`config.mk`:
```
export PLATFORM = sky130hd
export DESIGN_NAME = ulpi_rx_decoder
export DESIGN_NICKNAME = d
export VERILOG_FILES = /design/src/rtl/ulpi_rx_pkg.sv /design/src/rtl/ulpi_bus_tracker.sv /design/src/rtl/ulpi_rxcmd_decode.sv /design/src/rtl/ulpi_fs_gap_timer.sv /design/src/rtl/ulpi_rx_decoder.sv
export SDC_FILE = /design/constraint.sdc
export NUM_CORES = 1
export LEC_CHECK = 0
export ABC_AREA = 1
export BUFFER_PORTS_ARGS = -buffer_cell sky130_fd_sc_hd__buf_2
export CAP_MARGIN = 15
export CORE_MARGIN = 1
export CORE_UTILIZATION = 30
export DETAILED_ROUTE_END_ITERATION = 16
export PLACE_DENSITY_LB_ADDON = 0.12
export SLEW_MARGIN = 10
export SYNTH_ARGS = -nofsm -noshare
export SYNTH_HDL_FRONTEND = slang
export SYNTH_SLANG_ARGS = --single-unit
```
`constraint.sdc`:
```
create_clock -name clk -period 1.6 [get_ports clk]
set_input_delay 0.16 -clock clk [delete_from_list [all_inputs] [get_ports clk]]
set_output_delay 0.16 -clock clk [all_outputs]
set_load 0.05 [all_outputs]
```
`src/rtl/ulpi_rx_pkg.sv`:
```
package ulpi_rx_pkg;

  localparam int unsigned ULPI_DW = 8;

  // Receive event field of a status byte
  typedef enum logic [1:0] {
    EV_IDLE   = 2'b00,
    EV_ACTIVE = 2'b01,
    EV_DISC   = 2'b10,
    EV_ERROR  = 2'b11
  } rx_ev_e;

  // Status byte layout, MSB first
  typedef struct packed {
    logic       spare;
    logic       id;
    logic [1:0] ev;
    logic [1:0] vbus;
    logic [1:0] ls;
  } rxcmd_t;

endpackage

```
`src/rtl/ulpi_bus_tracker.sv`:
```
// Tracks bus ownership and classifies each sampled cycle.
module ulpi_bus_tracker (
  input  logic clk,
  input  logic rst_n,
  input  logic dir,
  input  logic nxt,
  input  logic pkt_active,
  output logic dir_r,
  output logic turn_r,
  output logic start_c,
  output logic cmd_c,
  output logic data_c,
  output logic drop_c
);

  logic dir_d, turn_d;

  always_comb begin
    dir_d   = dir;
    turn_d  = dir ^ dir_r;
    start_c = dir & ~dir_r & nxt;
    cmd_c   = dir & dir_r & ~nxt;
    data_c  = dir & dir_r & nxt & pkt_active;
    drop_c  = ~dir & dir_r & pkt_active;
  end

  always_ff @(posedge clk or negedge rst_n) begin
    if (!rst_n) begin
      dir_r  <= 1'b0;
      turn_r <= 1'b0;
    end else begin
      dir_r  <= dir_d;
      turn_r <= turn_d;
    end
  end

endmodule

```
`src/rtl/ulpi_rxcmd_decode.sv`:
```
// Holds the status fields of the last status byte.
module ulpi_rxcmd_decode
  import ulpi_rx_pkg::*;
(
  input  logic               clk,
  input  logic               rst_n,
  input  logic               cmd_c,
  input  logic [ULPI_DW-1:0] data,
  output rx_ev_e             ev_c,
  output logic [1:0]         ls_q,
  output logic [1:0]         vbus_q,
  output logic               id_q
);

  rxcmd_t     cmd;
  logic [1:0] ls_d, vbus_d;
  logic       id_d;

  always_comb begin
    cmd    = rxcmd_t'(data);
    ev_c   = rx_ev_e'(cmd.ev);
    ls_d   = cmd_c ? cmd.ls   : ls_q;
    vbus_d = cmd_c ? cmd.vbus : vbus_q;
    id_d   = cmd_c ? cmd.id   : id_q;
  end

  always_ff @(posedge clk or negedge rst_n) begin
    if (!rst_n) begin
      ls_q   <= '0;
      vbus_q <= '0;
      id_q   <= 1'b0;
    end else begin
      ls_q   <= ls_d;
      vbus_q <= vbus_d;
      id_q   <= id_d;
    end
  end

endmodule

```
`src/rtl/ulpi_fs_gap_timer.sv`:
```
// Quiet-gap counter after a full-speed end of packet.
module ulpi_fs_gap_timer #(
  parameter int unsigned GAP_CYC = 10
) (
  input  logic clk,
  input  logic rst_n,
  input  logic load,
  input  logic clr,
  output logic expired
);

  localparam int unsigned CW = (GAP_CYC > 0) ? $clog2(GAP_CYC + 1) : 1;
  localparam logic [CW-1:0] LOAD_VAL = CW'(GAP_CYC);

  logic [CW-1:0] cnt_q, cnt_d;

  always_comb begin
    if (load)
      cnt_d = LOAD_VAL;
    else if (clr)
      cnt_d = '0;
    else if (cnt_q != '0)
      cnt_d = cnt_q - 1'b1;
    else
      cnt_d = cnt_q;
    expired = (cnt_q == '0);
  end

  always_ff @(posedge clk or negedge rst_n) begin
    if (!rst_n) cnt_q <= '0;
    else        cnt_q <= cnt_d;
  end

endmodule

```
`src/rtl/ulpi_rx_decoder.sv`:
```
module ulpi_rx_decoder
  import ulpi_rx_pkg::*;
#(
  parameter int unsigned FS_GAP_CYC = 10
) (
  input  logic               clk,
  input  logic               rst_n,
  input  logic               fs_mode,
  input  logic               ulpi_dir,
  input  logic               ulpi_nxt,
  input  logic [ULPI_DW-1:0] ulpi_data,
  output logic [ULPI_DW-1:0] rx_byte,
  output logic               rx_valid,
  output logic               rx_sop,
  output logic               rx_eop,
  output logic               rx_err,
  output logic               rx_active,
  output logic [1:0]         line_state,
  output logic [1:0]         vbus_state,
  output logic               id_state,
  output logic               tx_ok
);

  logic   dir_r, turn_r, start_c, cmd_c, data_c, drop_c;
  rx_ev_e ev_c;
  logic   gap_done;

  logic               act_q, act_d;
  logic               err_q, err_d;
  logic               sop_q, sop_d;
  logic               eop_q, eop_d;
  logic               val_q, val_d;
  logic [ULPI_DW-1:0] byte_q;

  ulpi_bus_tracker u_bus (
    .clk(clk), .rst_n(rst_n), .dir(ulpi_dir), .nxt(ulpi_nxt),
    .pkt_active(act_q), .dir_r(dir_r), .turn_r(turn_r),
    .start_c(start_c), .cmd_c(cmd_c), .data_c(data_c), .drop_c(drop_c)
  );

  ulpi_rxcmd_decode u_cmd (
    .clk(clk), .rst_n(rst_n), .cmd_c(cmd_c), .data(ulpi_data),
    .ev_c(ev_c), .ls_q(line_state), .vbus_q(vbus_state), .id_q(id_state)
  );

  // Packet start/end decisions
  always_comb begin
    sop_d = (start_c & ~act_q) | (cmd_c & ~act_q & ev_c[0]);
    eop_d = (cmd_c & act_q & (ev_c == EV_IDLE)) | drop_c;
    val_d = data_c;
    if (sop_d)      act_d = 1'b1;
    else if (eop_d) act_d = 1'b0;
    else            act_d = act_q;
    if (sop_d)
      err_d = cmd_c & (ev_c == EV_ERROR);
    else if (cmd_c & act_q & (ev_c == EV_ERROR))
      err_d = 1'b1;
    else
      err_d = err_q;
  end

  ulpi_fs_gap_timer #(.GAP_CYC(FS_GAP_CYC)) u_gap (
    .clk(clk), .rst_n(rst_n),
    .load(eop_d & fs_mode), .clr(eop_d & ~fs_mode),
    .expired(gap_done)
  );

  always_ff @(posedge clk or negedge rst_n) begin
    if (!rst_n) begin
      act_q <= 1'b0;
      err_q <= 1'b0;
      sop_q <= 1'b0;
      eop_q <= 1'b0;
      val_q <= 1'b0;
    end else begin
      act_q <= act_d;
      err_q <= err_d;
      sop_q <= sop_d;
      eop_q <= eop_d;
      val_q <= val_d;
    end
  end

  // Byte register, loaded only on a packet byte
  always_ff @(posedge clk or negedge rst_n) begin
    if (!rst_n)      byte_q <= '0;
    else if (data_c) byte_q <= ulpi_data;
  end

  always_comb begin
    rx_byte   = byte_q;
    rx_valid  = val_q;
    rx_sop    = sop_q;
    rx_eop    = eop_q;
    rx_err    = err_q;
    rx_active = act_q;
    tx_ok     = ~dir_r & ~turn_r & ~act_q & gap_done;
  end

endmodule

```
==> flow_summary.toml, run 1 <==
[critical_path]
cp-start-kind = "flip-flop"
path_delay_family = "flip-flops"
critPathMaxFanout = 2
crit_start = "u_gap.cnt_q[1]"
worst_path_most_repeated_cell = "inv_2"
cp-end-kind = "output pin"
worstPathCellList = "inv_2 -> ha_4 -> nand2_4 -> nor2_4 -> inv_2 -> nor4_4 -> buf_6"
critPathRequiredTime_ps = 1440
slowest_stage = "dfrtp_1"
r2r_start = "u_bus.dir_r"
path_class = "flip-flop to output pin"
slowest_delay_ps = 410
path_buf_inv = 3
worst_ep_arrival_time_ps = 1460

[die]
core_area_um2 = 3420
start_util_pct = 31.9
io_pins = 32
row_count = 21
die-area_um2 = 3870
die_y_um = 62.2
die_w_um = 62.2

[synthesis]
syn_inst = 114
ys_ff_latch = 24
yosysTopAreaCellShare_pct = 55.2
synth_seq_area_share_pct = 55.2
yosysTopAreaCell = "dfrtp_1"
synth_area_leaders = "dfrtp_1 (55%), nand2_1 (9.3%), inv_1 (5.9%)"
syn_area_per_cell_um2 = 9.55
synth_area_um2 = 1090
synth.distinct_cells = 20
async_flop_share_pct = 100
synth.most_common_cell = "nand2_1"
synth_warnings = 0
synth_edf_count = 0
syn_nets = 132
synthFlopType = "dfrtp_1"
synth_common_cells = "nand2_1 (27), dfrtp_1 (24), inv_1 (17)"

[sta]
fin_crit_ps = 1620
hold_viol = 0
tightest_slew_ps = 546
finalMaxSlewViolations = 0
slew_headroom_pct = 63.6
setup_slack_ps = -22.2
fin_skew_ps = 2.74
setup_violations = 1
rsz0062_at_grt = "yes"
finalSetupTns_ps = -22.2
fin_crit_sh_pct = 101
fmax_mhz = 616

[placed_design]
place_ws_ps = 120
place_congestion = 0.705
post-place-cells = 191
place.port_buffers = 31
hpwl_um = 1560

[run_status]
status = "finished, violations left"
violations = "negative setup slack"

[global_routing]
grt_pass1_vias = 822
grt.overflow.total = 0
grt_max_degree = 25
grt_pass1_wl_um = 3620
track_usage_pct = 12.0
antenna_found_initial = 0

[clock_tree]
cts_tree = "done"
clk_pin_slew_ps = 120
clock_sinks = 24
cts_root_buffer = "clkbuf_4"
htreeDepth = 1
clk_latency_ps = 310
clockBufferDepth = 2
numCtsBuffers = 3

[layout]
fillers = 353
area_growth_syn_to_layout_pct = 30.3
antenna_cells = 0
fin_cells = 200
fin_nets = 174
drive_gt1_share_pct = 40.9
fin_util_pct = 41.5

[power_and_ir_drop]
p_leak_nw = 0.774
totalPowerFinal_mw = 2.63
ir_worst_vdd_uv = 646
power_density_nw_per_um2 = 1850

[min_path]
hp-start = "ulpi_data[7]"
hold_path_class = "primary input to flip-flop"

[detailed_routing]
drc = 0
vias_per_cell = 4.16
drt_iter0_markers = 38
totalWireLength_um = 2050
num_vias = 831
antenna_left = 0
dr.pass1.iters = 4
wire_per_inst_um = 10.2

[flow_run]
maxCapViolCount = 0
==> report_power, final <==
group          internal, mW  total [mW]  leakage, nW  switching (mW)
clock network        0.0879       0.257       0.0138           0.169
logic                 0.447        1.42        0.460           0.973
registers             0.810       0.951        0.300           0.141
==> final timing paths <==
| kind | to | slack (ps) | cells after the start |
|---|---|---|---|
| worst min register to register | rx_byte[7] | 490 | 2 |
| worst min-delay path | rx_byte[7] | 60 | 3 |
| worst max-delay path | tx_ok | -20 | 7 |
| max in group asynchronous | u_bus.turn_r | 890 | 2 |
| worst max register to register | u_gap.cnt_q[3] | 260 | 6 |
| min in group asynchronous | u_cmd.vbus_q[0] | 350 | 2 |
==> per-layer routing <==
| metal | share of wire, % | global-route usage (%) |
|---|---|---|
| met5 | 0 | 0 |
| met4 | 1.4 | 5.23 |
| met3 | 4.6 | 2.76 |
| met2 | 43 | 17.4 |
| met1 | 51 | 17.1 |
==> metrics by stage <==
step,instance area (um2),hold WS (ps)
finish,1420,55.6
global route,1420,37.7
CTS,1410,51.2
detailed placement,1340,179
global placement,1340,176
floorplan,1120,-136
==> worst min-delay path, delay by kind of cell <==
kind                   cells  cell delay [ps]
AND/OR/NAND/NOR            2              100
buffers and inverters      1               80
==> cell usage in the layout, fill, tap and decap left out <==
master	synthesis	routed
buf_6	1	1
inv_2	1	4
nor2_2	2	1
nand2_4	2	3
nor2_4	1	2
nand2_2	4	4
a21oi_2	1	1
o21ai_0	8	8
nand2_1	27	26
buf_2	1	30
dfrtp_1	24	24
xnor2_1	1	1
buf_4	0	6
nor4_4	0	1
inv_1	17	14
ha_1	5	4
a21oi_1	1	1
nand3_1	3	3
dlygate4sd3_1	0	2
clkbuf_4	0	3
ha_4	0	1
nor2_1	6	6
nor3_1	2	2
o21ai_2	6	6
==> flip-flops by register name, indices dropped and copies added, names as in the netlist <==
| name | flops |
|---|---|
| rx_byte | 8 |
| u_gap.cnt_q | 4 |
| u_cmd.ls_q | 2 |
| u_cmd.vbus_q | 2 |
| rx_active | 1 |
| rx_eop | 1 |
| rx_err | 1 |
| rx_sop | 1 |
| rx_valid | 1 |
| u_bus.dir_r | 1 |
| u_bus.turn_r | 1 |
| u_cmd.id_q | 1 |
==> logic make-up after synthesis <==
logic type	count (synthesis)	synth area share, %
AND/OR/NAND/NOR	48	20.8
XOR/XNOR	1	0.805
buffers and inverters	20	7.70
flip-flops	24	55.2
AO/OA/AOI/OAI	16	9.77
adder cells (fa/ha/maj)	5	5.75
==> repair_timing <==
item,CTS,global route
pin swaps,2,0
setup buffers,3,1
endpoints found under the setup margin,1,1
resized for setup,2,1
hold endpoints to repair,25,0
hold buffers,2,0
gates cloned,0,0
==> final cells by class <==
type	instances	area, um2	area share [%]
inverter	18	67.6	4.76
timing repair buffer	39	226	16.0
tap	46	57.6	4.06
multi-input combinational	70	444	31.3
sequential	24	601	42.3
clock buffer	3	22.5	1.59
No activity file was read; power rests on OpenSTA's default activity.
==> run 2, diff against run 1 <==
==> constraint.sdc (replaced) <==
create_clock -name clk -period 1.6 [get_ports clk]
set_input_delay 0.16 -clock clk [delete_from_list [all_inputs] [get_ports clk]]
set_output_delay 0.16 -clock clk [all_outputs]
set_load 0.005 [all_outputs]
==> run 2 against run 1 <==
  * Count of clock-buffer cells in the layout stayed put
  * Global-route usage rose by 1.0 points
  * Largest cell class unchanged
  * Routed wire length is 14% higher
  * Cell count is 3.0% higher
  * Register-to-register slack worse by 160 ps
  * Critical path type unchanged
  * Critical endpoint unchanged
  * Sequential power is essentially flat
  * Setup slack better by 33 ps
  * Flip-flop and latch count did not move
  * The run now ends clean
==> flow_summary.toml, run 2 (synthesis gave the netlist of run 1 again) <==
[run_status]
status = "finished, final reports clean"

[critical_path]
cp-end-kind = "output pin"
path_class = "flip-flop to output pin"
slowest_stage = "dfrtp_1"
r2r-end = "u_gap.cnt_q[1]"
rrSetupSlack_ps = 100
cp-start-kind = "flip-flop"
worst_ep_arrival_time_ps = 1430
r2r_start = "u_gap.cnt_q[1]"
crit_start = "u_gap.cnt_q[1]"
critPathRequiredTime_ps = 1440
critPathMaxFanout = 2
worst_path_most_repeated_cell = "inv_2"
reg2reg_depth = 11
slowest_delay_ps = 410
worstPathCellList = "inv_2 -> ha_4 -> nand2_4 -> nor2_4 -> inv_2 -> nor4_2 -> buf_2"

[power_and_ir_drop]
p_leak_nw = 0.811
totalPowerFinal_mw = 2.39
power_density_nw_per_um2 = 1620
ir_worst_vdd_uv = 742

[detailed_routing]
drt_iter0_markers = 14
dr.pass1.iters = 4
drc = 0
num_vias = 877
wire_per_inst_um = 11.3
totalWireLength_um = 2330
vias_per_cell = 4.26
antenna_left = 0

[clock_tree]
cts_tree = "done"
numCtsBuffers = 3
clock_sinks = 24
clk_pin_slew_ps = 130
cts_root_buffer = "clkbuf_4"
clk_latency_ps = 310
htreeDepth = 1
clockBufferDepth = 2

[sta]
rsz0062_at_grt = "yes"
fmax_mhz = 629
setup_violations = 0
slew_headroom_pct = 64.4
hold_viol = 0
finalMaxSlewViolations = 0
fin_crit_ps = 1590
tightest_slew_ps = 534
fin_skew_ps = 3.69
finalSetupTns_ps = 0
fin_crit_sh_pct = 99.3
holdWs_ps = 37.8

[die]
io_pins = 32
die_w_um = 62.2
die_y_um = 62.2
die-area_um2 = 3870
start_util_pct = 31.9
row_count = 21
core_area_um2 = 3420

[layout]
fin_nets = 179
antenna_cells = 0
area_growth_syn_to_layout_pct = 35.4
fillers = 365
fin_util_pct = 43.2
layout_commonest_cell = "buf_2"
stdcell_area_um2 = 1470
drive_gt1_share_pct = 43.8
final_cell_mix = "buf_2 (31), nand2_1 (26), dfrtp_1 (24)"
largest_reg_flops = 8

[placed_design]
place.port_buffers = 31
place_area_um2 = 1300
place_congestion = 0.802
hpwl_um = 1570

[global_routing]
grt_max_degree = 25
grt_pass1_vias = 864
track_usage_pct = 13.1
grt.overflow.total = 0
grt_pass1_wl_um = 3880
antenna_found_initial = 0

[flow_run]
maxCapViolCount = 0

[min_path]
worst_hold_path.num_cells = 3
hold_path_end = "rx_byte[7]"
hp-start = "ulpi_data[7]"
hold_path_class = "primary input to flip-flop"
[run 2: cell type report]
type | instances | area, um2 | share of cell area [%]
sequential | 24 | 601 | 40.7
multi-input combinational | 70 | 438 | 29.7
timing repair buffer | 44 | 258 | 17.5
inverter | 18 | 67.6 | 4.58
tap | 46 | 57.6 | 3.90
clock inverter | 1 | 30.0 | 2.04
clock buffer | 3 | 22.5 | 1.53
[run 2: power by group]
part	switching, mW	total (mW)	internal [mW]	leakage [nW]
logic	0.488	1.01	0.520	0.484
registers	0.140	0.950	0.810	0.300
clock network	0.180	0.433	0.253	0.0279
total	0.808	2.39	1.58	0.811
[run 2: worst max path at each step]
stage,end,depth (start not counted)
2_1_floorplan,tx_ok,6
3_3_place_gp,tx_ok,7
3_5_place_dp,tx_ok,7
4_1_cts,tx_ok,7
5_1_grt,tx_ok,7
6_report,tx_ok,7
[run 2: metal layers]
| layer | part of all wire [%] | up-vias | GRT usage (%) |
|---|---|---|---|
| li1 | - | 443 | - |
| met1 | 43 | 406 | 14.6 |
| met2 | 50 | 24 | 23.2 |
| met3 | 5.2 | 4 | 4.23 |
| met4 | 1.9 | 0 | 4.65 |
| met5 | 0 | - | 0 |
[run 2: per-stage QoR]
step	worst slack, ps	std cells
floorplan	327	114
global placement	302	191
detailed placement	225	191
CTS	-65.5	205
global route	-67.0	206
finish	10.7	206
[run 2: timing repair]
item	4_1_cts	5_1_grt
endpoints found under the hold margin	25	0
hold buffers	2	0
pin swaps	3	5
setup endpoints to repair	1	4
resized for setup	9	1
buffers inserted	8	2
[run 2: critical path, delay by kind of cell, from the launching register on]
family / cells / cell delay (ps)
adders and majority gates: 1 / 150
buffers and inverters: 3 / 290
DFF: 1 / 410
and+or+nand+nor: 3 / 280
==> run 3, diff against run 2 <==
--- a/config.mk
+++ b/config.mk
@@ -12,6 +12,7 @@
 export CORE_UTILIZATION = 30
 export DETAILED_ROUTE_END_ITERATION = 16
 export PLACE_DENSITY_LB_ADDON = 0.12
+export RECOVER_POWER = 25
 export SLEW_MARGIN = 10
 export SYNTH_ARGS = -nofsm -noshare
 export SYNTH_HDL_FRONTEND = slang
==> run 3 against run 2 <==
  * Via count is 0.46% lower
  * Power barely moved
  * Critical path depth unchanged
  * Setup slack improved by 0.97 ps
  * Cell count stayed put
  * Count of clock-buffer cells in the layout unchanged
  * Flip-flop and latch count unchanged
  * Final area about the same
  * Clock skew about the same
  * Critical path type unchanged
  * Hold slack gained 0.52 ps
  * Non-clock buffer count is the same
==> flow_summary.toml, run 3 (synthesis gave the netlist of run 1 again) <==
[die]
die_w_um = 62.2
core_area_um2 = 3420
io_pins = 32
die-area_um2 = 3870
die_y_um = 62.2
start_util_pct = 31.9
row_count = 21

[layout]
largest_reg_flops = 8
fin_nets = 179
layout_commonest_cell = "buf_2"
fin_util_pct = 43.1
drive_gt1_share_pct = 43.1
area_growth_syn_to_layout_pct = 35.3
final_cell_mix = "buf_2 (29), nand2_1 (26), dfrtp_1 (24)"
antenna_cells = 0

[global_routing]
antenna_found_initial = 0
track_usage_pct = 13.1
grt_pass1_wl_um = 3880
grt_pass1_vias = 864
grt_max_degree = 25
grt.overflow.total = 0

[sta]
finalMaxSlewViolations = 0
hold_viol = 0
tightest_slew_ps = 600
setup_violations = 0
slew_headroom_pct = 60.0
fin_crit_sh_pct = 99.3
fin_crit_ps = 1590
setup_slack_ps = 11.7
rsz0062_at_grt = "yes"
fmax_mhz = 630
fin_skew_ps = 3.28
holdWs_ps = 38.3

[clock_tree]
cts_tree = "done"
htreeDepth = 1
clock_sinks = 24
cts_root_buffer = "clkbuf_4"
clk_latency_ps = 310
clockBufferDepth = 2
numCtsBuffers = 3
clk_pin_slew_ps = 130

[critical_path]
worstSetupEndpoint = "tx_ok"
worstPathCellList = "inv_2 -> ha_4 -> nand2_4 -> nor2_4 -> inv_2 -> nor4_2 -> buf_2"
worst_ep_arrival_time_ps = 1430
reg2reg_depth = 11
slowest_stage = "dfrtp_1"
cp-end-kind = "output pin"
path_depth = 7
rrSetupSlack_ps = 100
r2r-end = "u_gap.cnt_q[1]"
critPathMaxFanout = 2
crit_start = "u_gap.cnt_q[1]"
path_class = "flip-flop to output pin"
path_delay_family = "flip-flops"
worst_path_most_repeated_cell = "inv_2"
slowest_delay_ps = 410
cp-start-kind = "flip-flop"
r2r_start = "u_gap.cnt_q[1]"
critPathRequiredTime_ps = 1440
path_buf_inv = 3

[detailed_routing]
drt_iter0_markers = 14
totalWireLength_um = 2330
num_vias = 873
antenna_left = 0
vias_per_cell = 4.24
dr.pass1.iters = 4
drc = 0
wire_per_inst_um = 11.3

[power_and_ir_drop]
ir_worst_vdd_uv = 744
totalPowerFinal_mw = 2.39
power_density_nw_per_um2 = 1620
p_leak_nw = 0.809

[placed_design]
place_ws_ps = 225
place.port_buffers = 31
hpwl_um = 1570
place_congestion = 0.802

[min_path]
hold_path_class = "primary input to flip-flop"

[run_status]
status = "finished, final reports clean"

[flow_run]
maxCapViolCount = 0
==> run 3: area by class of cell <==
| cell class | instances | area (um2) |
|---|---|---|
| fill | 366 | 1940 |
| sequential | 24 | 601 |
| multi-input combinational | 70 | 438 |
| timing repair buffer | 44 | 256 |
| inverter | 18 | 67.6 |
| tap | 46 | 57.6 |
| clock inverter | 1 | 30.0 |
| clock buffer | 3 | 22.5 |
==> run 3: through the flow <==
stage | instances | setup TNS, ps | cell area (um2)
after floorplan | 114 | 0 | 1090
after global placement | 191 | 0 | 1300
after detailed placement | 191 | 0 | 1300
after CTS | 205 | -65.5 | 1460
after global routing | 206 | -71.3 | 1470
final | 206 | 0 | 1470
==> run 3: repair_timing <==
| action | CTS | global route |
|---|---|---|
| endpoints found under the setup margin | 1 | 4 |
| hold buffers | 2 | 0 |
| endpoints found under the hold margin | 25 | 0 |
| pin swaps | 3 | 5 |
| resized for setup | 9 | 1 |
| setup buffers | 8 | 2 |
==> run 3: worst min-delay path by stage <==
stage / slack, ps / endpoint / from / depth (start not counted)
final: 40 / rx_byte[7] / ulpi_data[7] / 3
after global placement: 180 / rx_byte[7] / rst_n / 1
after global routing: 20 / rx_byte[7] / ulpi_data[7] / 3
after CTS: 20 / rx_byte[7] / ulpi_data[7] / 3
after detailed placement: 180 / rx_valid / rst_n / 1
after floorplan: -140 / rx_active / rst_n / 0
==> run 3: worst min-delay path: stages <==
cell,delay (ps)
buf_2,80
nand2_1,40
nand2_1,50
==> run 3: routing by layer <==
layer / part of all wire [%] / routed length, um / vias up / GRT usage, %
li1: - / - / 443 / -
met1: 43 / 1000 / 404 / 14.6
met2: 50 / 1170 / 22 / 23.2
met3: 4.7 / 109 / 4 / 4.23
met4: 1.9 / 45 / 0 / 4.65
met5: 0 / 0 / - / 0
==> run 3: power by group <==
group | internal [mW] | switching (mW)
clock | 0.253 | 0.179
combinational | 0.520 | 0.489
sequential | 0.810 | 0.140
